==> src/rtl/pmic_seq_pkg.sv <==
package pmic_seq_pkg;
    localparam int CFG_W  = 32;
    localparam int CH_OFS = 16;
    localparam int SA_W   = 7;
    localparam int RA_W   = 8;
    localparam int PTR_W  = 5;
    // pointer bit positions inside one channel's pointer field
    localparam int PB_SA  = 0;
    localparam int PB_VR  = 1;
    localparam int PB_CR  = 2;
    localparam int PB_EN  = 3;
    localparam int PB_LV  = 4;
    localparam logic [4:0] MC_PREFIX = 5'b00001;

    typedef enum logic [1:0] {ST_IDLE, ST_START, ST_BYTE, ST_STOP} seq_st_e;
    typedef enum logic [1:0] {PH_MCODE, PH_ADDR, PH_REG, PH_DATA} byte_ph_e;

    typedef struct packed {
        logic [SA_W-1:0] sa;
        logic [RA_W-1:0] ra;
        logic [7:0]      dat;
    } xfer_tgt_t;
endpackage

==> src/rtl/pmic_target_sel.sv <==
module pmic_target_sel
    import pmic_seq_pkg::*;
(
    input  logic [CFG_W-1:0] slave_w,
    input  logic [CFG_W-1:0] volt_w,
    input  logic [CFG_W-1:0] cmd_w,
    input  logic [CFG_W-1:0] ptr_w,
    input  logic             ch,
    input  logic             use_lvl,
    input  logic [7:0]       req_data,
    input  logic [7:0]       lvl0,
    input  logic [7:0]       lvl1,
    output xfer_tgt_t        tgt
);
    logic [PTR_W-1:0] ptr_ch [2];
    logic [SA_W-1:0]  sa_opt [2];
    logic [RA_W-1:0]  vr_opt [2];
    logic [RA_W-1:0]  cr_opt [2];

    for (genvar g = 0; g < 2; g++) begin : g_half
        assign ptr_ch[g] = ptr_w[g*CH_OFS +: PTR_W];
        assign sa_opt[g] = slave_w[g*CH_OFS +: SA_W];
        assign vr_opt[g] = volt_w[g*CH_OFS +: RA_W];
        assign cr_opt[g] = cmd_w[g*CH_OFS +: RA_W];
    end

    wire unused_cfg_bits = ^{slave_w[31:23], slave_w[15:7], volt_w[31:24], volt_w[15:8],
                             cmd_w[31:24], cmd_w[15:8], ptr_w[31:21], ptr_w[15:5]};

    always_comb begin
        logic [PTR_W-1:0] p;
        logic [RA_W-1:0]  vr;
        p  = ptr_ch[ch];
        vr = vr_opt[p[PB_VR]];
        tgt.sa = sa_opt[p[PB_SA]];
        if (use_lvl) begin
            tgt.ra  = p[PB_EN] ? cr_opt[p[PB_CR]] : vr;
            tgt.dat = p[PB_LV] ? lvl1 : lvl0;
        end else begin
            tgt.ra  = vr;
            tgt.dat = req_data;
        end
    end
endmodule

==> src/rtl/pmic_qtr_timer.sv <==
module pmic_qtr_timer #(
    parameter int DIV_W = 8
) (
    input  logic             clk,
    input  logic             rst_n,
    input  logic             run,
    input  logic [DIV_W-1:0] div,
    output logic             tick
);
    logic [DIV_W-1:0] cnt_d, cnt_q;

    assign tick = run && (cnt_q == div);

    always_comb begin
        cnt_d = (!run || tick) ? '0 : cnt_q + 1'b1;
    end

    always_ff @(posedge clk or negedge rst_n) begin
        if (!rst_n) cnt_q <= '0;
        else        cnt_q <= cnt_d;
    end
endmodule

==> src/rtl/pmic_vcmd_seq.sv <==
module pmic_vcmd_seq
    import pmic_seq_pkg::*;
#(
    parameter int DIV_W = 8
) (
    input  logic             clk,
    input  logic             rst_n,
    input  logic [CFG_W-1:0] slave_cfg,
    input  logic [CFG_W-1:0] volreg_cfg,
    input  logic [CFG_W-1:0] cmdreg_cfg,
    input  logic [CFG_W-1:0] ptr_cfg,
    input  logic [7:0]       level0,
    input  logic [7:0]       level1,
    input  logic             fs_mode,
    input  logic             rsta_off,
    input  logic [2:0]       mcode,
    input  logic [DIV_W-1:0] div_pre,
    input  logic [DIV_W-1:0] div_hs,
    input  logic             req_vdd1,
    input  logic             req_vdd2,
    input  logic             req_lvl,
    input  logic [7:0]       req_data,
    input  logic             sda_i,
    output logic             scl_o,
    output logic             sda_o,
    output logic             busy,
    output logic             done,
    output logic             err
);
    typedef struct packed {
        seq_st_e   st;
        byte_ph_e  ph;
        logic [1:0] qtr;
        logic [3:0] bitn;
        logic [7:0] sh;
        logic       scl;
        logic       sda;
        logic       hs;
        logic       again;
        logic       fail;
        xfer_tgt_t  tgt;
        logic       done;
        logic       err;
    } seq_t;

    localparam seq_t SEQ_RST = '{st: ST_IDLE, ph: PH_MCODE, qtr: 2'd0, bitn: 4'd0, sh: 8'd0,
                                 scl: 1'b1, sda: 1'b1, hs: 1'b0, again: 1'b0, fail: 1'b0,
                                 tgt: '0, done: 1'b0, err: 1'b0};

    seq_t      r_d, r_q;
    xfer_tgt_t sel_tgt;
    logic      tick;
    logic      cond_edge;
    logic [SA_W+RA_W+7:0] tgt_flat;

    pmic_target_sel u_sel (
        .slave_w (slave_cfg),
        .volt_w  (volreg_cfg),
        .cmd_w   (cmdreg_cfg),
        .ptr_w   (ptr_cfg),
        .ch      (!req_vdd1),
        .use_lvl (req_lvl),
        .req_data(req_data),
        .lvl0    (level0),
        .lvl1    (level1),
        .tgt     (sel_tgt)
    );

    pmic_qtr_timer #(.DIV_W(DIV_W)) u_tmr (
        .clk  (clk),
        .rst_n(rst_n),
        .run  (r_q.st != ST_IDLE),
        .div  (r_q.hs ? div_hs : div_pre),
        .tick (tick)
    );

    function automatic logic [7:0] byte_for(byte_ph_e ph, xfer_tgt_t t, logic [2:0] mc);
        case (ph)
            PH_MCODE: return {MC_PREFIX, mc};
            PH_ADDR:  return {t.sa, 1'b0};
            PH_REG:   return t.ra;
            default:  return t.dat;
        endcase
    endfunction

    always_comb begin
        r_d      = r_q;
        r_d.done = 1'b0;
        r_d.err  = 1'b0;
        if (r_q.st == ST_IDLE) begin
            if (req_vdd1 || req_vdd2) begin
                r_d.st    = ST_START;
                r_d.qtr   = 2'd0;
                r_d.scl   = 1'b0;
                r_d.tgt   = sel_tgt;
                r_d.hs    = 1'b0;
                r_d.again = 1'b0;
                r_d.fail  = 1'b0;
                r_d.ph    = fs_mode ? PH_ADDR : PH_MCODE;
            end
        end else if (tick) begin
            if (r_q.qtr != 2'd3) begin
                r_d.qtr = r_q.qtr + 2'd1;
                case (r_q.qtr)
                    2'd0: begin
                        // entering quarter 1: SCL low, SDA may move
                        case (r_q.st)
                            ST_START: r_d.sda = 1'b1;
                            ST_STOP:  r_d.sda = 1'b0;
                            default:  r_d.sda = r_q.bitn[3] ? 1'b1 : r_q.sh[7];
                        endcase
                    end
                    2'd1: r_d.scl = 1'b1;
                    default: begin
                        // entering quarter 3: bus conditions while SCL high
                        if (r_q.st == ST_START) r_d.sda = 1'b0;
                        if (r_q.st == ST_STOP)  r_d.sda = 1'b1;
                    end
                endcase
            end else begin
                r_d.qtr = 2'd0;
                r_d.scl = 1'b0;
                case (r_q.st)
                    ST_START: begin
                        r_d.st   = ST_BYTE;
                        r_d.bitn = 4'd0;
                        r_d.sh   = byte_for(r_q.ph, r_q.tgt, mcode);
                    end
                    ST_BYTE: begin
                        if (!r_q.bitn[3]) begin
                            r_d.bitn = r_q.bitn + 4'd1;
                            r_d.sh   = {r_q.sh[6:0], 1'b0};
                        end else if (r_q.ph == PH_MCODE) begin
                            r_d.hs = 1'b1;
                            r_d.ph = PH_ADDR;
                            if (rsta_off) begin
                                r_d.st    = ST_STOP;
                                r_d.again = 1'b1;
                            end else begin
                                r_d.st = ST_START;
                            end
                        end else if (sda_i) begin
                            r_d.st   = ST_STOP;
                            r_d.fail = 1'b1;
                        end else if (r_q.ph == PH_DATA) begin
                            r_d.st = ST_STOP;
                        end else begin
                            r_d.ph   = byte_ph_e'(r_q.ph + 2'd1);
                            r_d.bitn = 4'd0;
                            r_d.sh   = byte_for(byte_ph_e'(r_q.ph + 2'd1), r_q.tgt, mcode);
                        end
                    end
                    default: begin
                        if (r_q.again) begin
                            r_d.again = 1'b0;
                            r_d.st    = ST_START;
                        end else begin
                            r_d.st   = ST_IDLE;
                            r_d.scl  = 1'b1;
                            r_d.done = !r_q.fail;
                            r_d.err  = r_q.fail;
                        end
                    end
                endcase
            end
        end
    end

    always_ff @(posedge clk or negedge rst_n) begin
        if (!rst_n) r_q <= SEQ_RST;
        else        r_q <= r_d;
    end

    assign cond_edge = ((r_q.st == ST_START) || (r_q.st == ST_STOP)) && (r_q.qtr == 2'd3);
    assign tgt_flat  = r_q.tgt;
    assign scl_o     = r_q.scl;
    assign sda_o     = r_q.sda;
    assign busy      = (r_q.st != ST_IDLE);
    assign done      = r_q.done;
    assign err       = r_q.err;
endmodule

==> config.mk <==
export PLATFORM = sky130hd
export DESIGN_NAME = pmic_vcmd_seq
export DESIGN_NICKNAME = d
export VERILOG_FILES = /design/src/rtl/pmic_seq_pkg.sv /design/src/rtl/pmic_target_sel.sv /design/src/rtl/pmic_qtr_timer.sv /design/src/rtl/pmic_vcmd_seq.sv
export SDC_FILE = /design/constraint.sdc
export NUM_CORES = 1
export LEC_CHECK = 0
export CAP_MARGIN = 10
export CORE_MARGIN = 5
export CORE_UTILIZATION = 38
export DETAILED_ROUTE_END_ITERATION = 10
export PLACE_DENSITY = 0.88
export SLEW_MARGIN = 10
export SYNTH_ARGS = -nofsm -noshare
export SYNTH_HDL_FRONTEND = slang
export SYNTH_HIERARCHICAL = 1
export SYNTH_SLANG_ARGS = --single-unit
==> constraint.sdc <==
create_clock -name clk -period 2.8 [get_ports clk]
set_input_delay 0.28 -clock clk [delete_from_list [all_inputs] [get_ports clk]]
set_output_delay 0.28 -clock clk [all_outputs]
set_load 0.005 [all_outputs]
==> results of run 1 <==
## through the flow
step | setup slack [ns] | total power [W] | cells
floorplan | 0.1114 | 0.001432 | 380
detailed placement | 0.1530 | 0.001728 | 618
CTS | 0.1503 | 0.002184 | 626
global route | 0.008955 | 0.002294 | 626
finish | 0.1549 | 0.002172 | 626
global placement | 0.1844 | 0.001691 | 618
## placed cells by master (no fill, tap or decap), types with 3 or more instances in the layout
master and n:
clkdlybuf4s50_1 110, dfrtp_1 54, mux2i_1 41, mux2_2 39, a21oi_1 31, nor2_1 24
inv_1 22, nand2_1 19, ha_1 17, a221oi_1 13, o21ai_0 13, buf_4 12
a22oi_1 10, a31oi_1 9, nand3_1 8, xor2_1 8, a211oi_1 7, clkbuf_8 6
mux2i_4 4, a221o_1 3, or3_1 3
## sequential cells by signal, summed over array words and instances, names as in the netlist
| name | count |
|---|---|
| r_q | 44 |
| u_tmr/cnt_q | 8 |
| done | 1 |
| err | 1 |
| scl_o | 1 |
| sda_o | 1 |
## worst max-delay path, stage by stage, from the launching register on
cell      delay (ns)
dfrtp_1         0.55
mux2_2          0.41
xor2_2          0.19
nor4_4          0.31
and3_1          0.24
nand3b_2        0.12
buf_4           0.17
a211oi_4        0.19
buf_12          0.18
nor2_1          0.05
a31oi_1         0.16
## power by group
part           leakage, nW  internal [W]  switching [W]
Combinational         1.47      0.000378       0.000320
Clock               0.0455      0.000203       0.000258
Sequential           0.728      0.000904       0.000111
Total                 2.24       0.00148       0.000688
## worst max-delay path by stage
stage,start,end,slack [ns],cells past startpoint
global placement,div_hs[7],r_q[35],0.18,11
finish,r_q[27],r_q[32],0.15,10
global route,r_q[27],r_q[33],0.009,10
detailed placement,div_hs[7],r_q[32],0.15,11
floorplan,r_q[27],r_q[26],0.11,9
CTS,r_q[27],r_q[32],0.15,10
## kinds of logic after synthesis
family / synth area share
AO/OA/AOI/OAI: 0.1687
multiplexers: 0.2422
AND/OR/NAND/NOR: 0.09482
flip-flops: 0.3618
buffers and inverters: 0.04901
adder cells (fa/ha/maj): 0.05482
XOR/XNOR: 0.02870
## final cells by class
| type | count | area share |
|---|---|---|
| Clock buffer | 8 | 0.01711 |
| Inverter | 22 | 0.01568 |
| Multi-Input combinational cell | 283 | 0.4381 |
| Sequential cell | 56 | 0.2666 |
| Tap cell | 133 | 0.03160 |
| Timing Repair Buffer | 124 | 0.2309 |
## routing by layer
layer,global-route usage,part of all wire,vias up
met1,0.1948,0.41,1632
met2,0.2775,0.49,177
met4,0.06245,0.022,0
li1,-,-,1618
met5,0,0,-
met3,0.04803,0.085,19
==> key figures, run 1 <==
Detailed routing
  • Routed vias: 3,446
  • DR vias/cell: 5.505
  • Routed len/inst: between 15 and 20 µm
  • DRT Wirelength: 10,140 µm
  • Antenna-violating nets left: 0
  • Initial drt markers: between 150 and 200
  • First-pass iteration count of the detailed router: 4
  • DRC viols: 0

Die
  • Initial Util: 0.3933
  • Total I/O pin count: around 180
  • Die W: 111.0 µm
  • Core Box Area: between 9000 and 10,000 µm²
  • Row Count: 36
  • Die height: between 100 and 150 µm
  • Die ar.: approximately 12,000 µm²

Synthesis
  • Mean post-synth cell area: 10.21 µm²
  • Post-synth top cells: dfrtp_1, mux2i_1, mux2_2, a21oi_1, nor2_1
  • Yosys warns: 6
  • Async S/R FF share, synth: 1.000
  • Cell variety after synth: 50
  • Ys flop type: dfrtp_1
  • Mapped Area: 3880 µm²
  • Count of flip-flops with a built-in enable after synthesis: 0
  • Post-Syn Instances: 380
  • Largest cells by area after synthesis: dfrtp_1, mux2_2, mux2i_1
  • Synth top area share: 0.3483
  • Post-Syn Nets: about 580
  • Most common cell in the netlist: dfrtp_1
  • Yosys reg bits: 56
  • Synth area leader: dfrtp_1
  • Sequential area share after synthesis: 0.3618

Clocking
  • Max Root-Sink Buffers: 2
  • Clock Tree Root: clkbuf_8
  • Post_cts resized: 0
  • CTS hold repair buffers: 0
  • Clk sinks: 56
  • TritonCTS clock tree: yes
  • Post-CTS Setup Inserts: 0
  • CTS clk-pin slew, worst paths: 0.10 ns
  • CTS HTree Levels: 2
  • Total CTS buffers: 5
  • Clk_lat worst skew: 0.31 ns

Setup path
  • FF-to-FF path depth: 10
  • R2r startpoint: r_q[27]
  • Crit path DAT: 2.87 ns
  • Setup Crit Path Kind: reg -> reg
  • R2R Setup Slk: ~0.15 ns
  • Worst r2r dst: r_q[32]
  • Crit end category: flip-flop
  • Crit-path max FO: 18
  • Critical path startpoint category: flip-flop
  • Worst Path Required: 3.03 ns

Final layout
  • Util after Layout: 0.5339
  • Filler instances: 853
  • Final nets: a little under 700
  • Multi-input gate area: 2307 µm²
  • Area Growth Syn to Fin: 35.73%
  • Layout cells sized above 1: 0.1501
  • Final instance area: 5266 µm²
  • Storage element area: 1404 µm²
  • N_diodes: 0

Timing
  • Clock Skews: 0.01063 ns
  • Final Max Slew Viols: 0
  • WHS: 0.1115 ns
  • RSZ-0062 raised after global routing: no
  • Worst-Margin Slew: 0.9655 ns
  • Setup TNS: 0 ns
  • Final setup violation count: 0
  • Period utilization: 0.9447
  • Slew Limit Headroom: 0.3563
  • Max Clk Rate: between 300 and 400 MHz
  • Fin. Hold Viols: 0
  • Period minus WS final: 2.645 ns

Global routing
  • Antenna violations before repair: 0
  • Largest net degree at the start of global routing: between 40 and 50
  • GRT overflow: 0
  • First-pass GRT wire length: 16,950 µm
  • Vias in the first global route: 3,659
  • All-Layer GR Usage: 0.1633

Run
  • MaxCap Viol Count: 0

Placement
  • Routability-driven placement congestion ratio: 0.9036
  • Port Buffers: 111
  • HPWL Detailed: 7930 µm
  • Dpl cell area: 5176 µm²

Pwr
  • Maximum VDD drop: approximately 0.21 mV
  • Leak: 2.244 nW
  • Power per cell area: roughly 410 nW/µm²

Status
  • Status: finished, final reports clean

Hold path
  • Hold/Removal Path Class: in -> async
Note: power is estimated with default switching activity, not from simulation.
==> run 2: changes to the inputs <==
PLACE_DENSITY = 0.83   (was 0.88)
==> key figures, run 2 (synthesis results as in run 1) <==
Setup path
  • Critical path cell sequence: mux2_2 > xor2_2 > nor4_4 > and3_1 > nand3b_2 > buf_4 > a211oi_4 > buf_12 > nor2_1 > a31oi_1 (unchanged)
  • Crit path DAT: 2.79 ns (was 2.87 ns)
  • Critical path startpoint category: flip-flop (unchanged)
  • Setup Crit Path Kind: reg -> reg (unchanged)
  • Crit end category: flip-flop (unchanged)
  • Crit-path leading delay family: simple AND/OR/NAND/NOR gates (unchanged)
  • Critical path startpoint: r_q[27] (unchanged)
  • CP bufs+invs: 2 (unchanged)
  • Critical Path Max Stage Delay: 0.48 ns (was 0.55 ns)
  • R2r startpoint: r_q[27] (unchanged)
  • Slowest stage cell on the critical path: dfrtp_2 (was dfrtp_1)
  • Worst Path Required: 3.02 ns (was 3.03 ns)
  • Crit-path max FO: 18 (unchanged)

Final layout
  • Final non-filler cell total: 625 (was 626)
  • Area Growth Syn to Fin: 35.50% (was 35.73%)
  • Reg with most FFs: r_q (unchanged)
  • N_diodes: 0 (unchanged)
  • Filler instances: 901 (was 853)
  • Layout cells sized above 1: 0.1504 (was 0.1501)
  • Commonest non-fill, non-tap cells in the layout: clkdlybuf4s50_1, dfrtp_1, mux2i_1 (unchanged)
  • Final nets: 688 (unchanged)
  • Largest register FFs: 44 (unchanged)
  • Largest registers: r_q x44, u_tmr/cnt_q x8 (unchanged)
  • Commonest non-fill, non-tap cell in the layout: clkdlybuf4s50_1 (unchanged)

Clocking
  • Clk_lat worst skew: 0.31 ns (about the same)
  • CTS HTree Levels: 2 (unchanged)
  • TritonCTS clock tree: yes (unchanged)
  • Clk sinks: 56 (unchanged)
  • CTS clk-pin slew, worst paths: 0.10 ns (about the same)
  • Post-CTS Setup Inserts: 0 (unchanged)
  • Clock Tree Root: clkbuf_8 (unchanged)
  • Total CTS buffers: 5 (unchanged)
  • Max Root-Sink Buffers: 2 (unchanged)

Detailed routing
  • DR vias/cell: 5.386 (was 5.505)
  • Routed len/inst: 15.49 µm (was 16.20 µm)
  • First-pass iteration count of the detailed router: 5 (was 4)
  • DRC viols: 0 (unchanged)
  • Routed vias: 3,366 (was 3,446)
  • Initial drt markers: 193 (was 194)
  • DRT Wirelength: 9680 µm (was 10,140 µm)
  • Antenna-violating nets left: 0 (unchanged)

Global routing
  • GRT overflow: 0 (unchanged)
  • Antenna violations before repair: 0 (unchanged)
  • First-pass GRT wire length: 16,340 µm (was 16,950 µm)
  • Vias in the first global route: 3,562 (was 3,659)
  • All-Layer GR Usage: 0.1558 (was 0.1633)
  • Largest net degree at the start of global routing: 39 (was 43)

Die
  • Die height: 111.0 µm (unchanged)
  • Core Box Area: 9864 µm² (unchanged)
  • Total I/O pin count: 184 (unchanged)
  • Row Count: 36 (unchanged)
  • Die W: 111.0 µm (unchanged)
  • Initial Util: 0.3933 (unchanged)
  • Die ar.: 12,330 µm² (unchanged)

Placement
  • Cell count after placement: 617 (was 618)
  • HPWL Detailed: 7911 µm (was 7930 µm)
  • Port Buffers: 111 (unchanged)
  • Routability-driven placement congestion ratio: 0.8795 (was 0.9036)

Timing
  • Setup TNS: 0 ns (unchanged)
  • Worst-Margin Slew: 0.5710 ns (was 0.9655 ns)
  • Period minus WS final: 2.569 ns (was 2.645 ns)
  • RSZ-0062 raised after global routing: no (unchanged)
  • Fin. Hold Viols: 0 (unchanged)
  • Period utilization: 0.9176 (was 0.9447)
  • Final setup violation count: 0 (unchanged)
  • Clock Skews: 0.01090 ns (was 0.01063 ns)
  • Max Clk Rate: 389.2 MHz (was 378.1 MHz)
  • Slew Limit Headroom: 0.6179 (was 0.3563)
  • Final Max Slew Viols: 0 (unchanged)

Pwr
  • Power per cell area: 404.6 nW/µm² (was 412.4 nW/µm²)
  • Leak: 2.237 nW (was 2.244 nW)
  • Maximum VDD drop: 0.2337 mV (was 0.2081 mV)

Run
  • MaxCap Viol Count: 0 (unchanged)

Status
  • Status: finished, final reports clean (unchanged)

Hold path
  • Hold/Removal Path Class: in -> async (unchanged)
## run 2: changes by cell type in the layout (fill, tap and decap cells not counted), sizes merged
cell / delta
buf: -1
clkbuf: -2
clkinv: +1
dlygate4sd3: +1
## run 2: where the power goes
part           switching [W]  total, W  internal, W
clock               0.000249  0.000420     0.000171
sequential          0.000110   0.00101     0.000903
combinational       0.000316  0.000693     0.000378
total               0.000675   0.00213      0.00145
## run 2: final timing paths
| kind | endpoint | slack [ns] | depth (start not counted) |
|---|---|---|---|
| setup reg to reg | r_q[32] | 0.23 | 10 |
| setup / recovery | r_q[32] | 0.23 | 10 |
| max in group asynchronous | sda_o | 1.52 | 3 |
| hold reg to reg | done | 0.47 | 1 |
| min in group clk | done | 0.47 | 1 |
| hold / removal | err | 0.43 | 2 |
## run 2: stage by stage
| stage | hold WS [ns] | total power, W | util | area, µm² | setup WS (ns) |
|---|---|---|---|---|---|
| 2_1_floorplan | -0.01559 | 0.001432 | - | 3899 | 0.1114 |
| 3_3_place_gp | 0.2408 | 0.001691 | 0.5240 | 5169 | 0.1858 |
| 3_5_place_dp | 0.2415 | 0.001723 | 0.5240 | 5169 | 0.1022 |
| 4_1_cts | 0.4459 | 0.002144 | 0.5329 | 5256 | 0.1242 |
| 5_1_grt | 0.4702 | 0.002256 | 0.5330 | 5258 | 0.06203 |
| 6_report | 0.4338 | 0.002127 | 0.5330 | 5258 | 0.2307 |
## run 2: final cells by class
cell class / instances / area [µm²] / area share
Inverter: 22 / 82.58 / 0.01571
Sequential cell: 56 / 1405 / 0.2673
Multi-Input combinational cell: 283 / 2307 / 0.4388
Clock buffer: 6 / 72.57 / 0.01380
Tap cell: 133 / 166.4 / 0.03165
Clock inverter: 1 / 5.005 / 0.0009519
Timing Repair Buffer: 124 / 1219 / 0.2318
## run 2: what timing repair did
action,in CTS,in global routing
setup endpoints to repair,0,7
resized for setup,0,1
endpoints found under the hold margin,17,0
hold buffers,1,0
## run 2: layer usage
| layer | track usage | routed length [µm] | vias up |
|---|---|---|---|
| met4 | 0.04785 | 221 | 0 |
| met5 | 0 | 0 | - |
| met2 | 0.2694 | 4661 | 161 |
| met3 | 0.04421 | 766 | 16 |
| met1 | 0.1878 | 4030 | 1568 |
| li1 | - | - | 1621 |
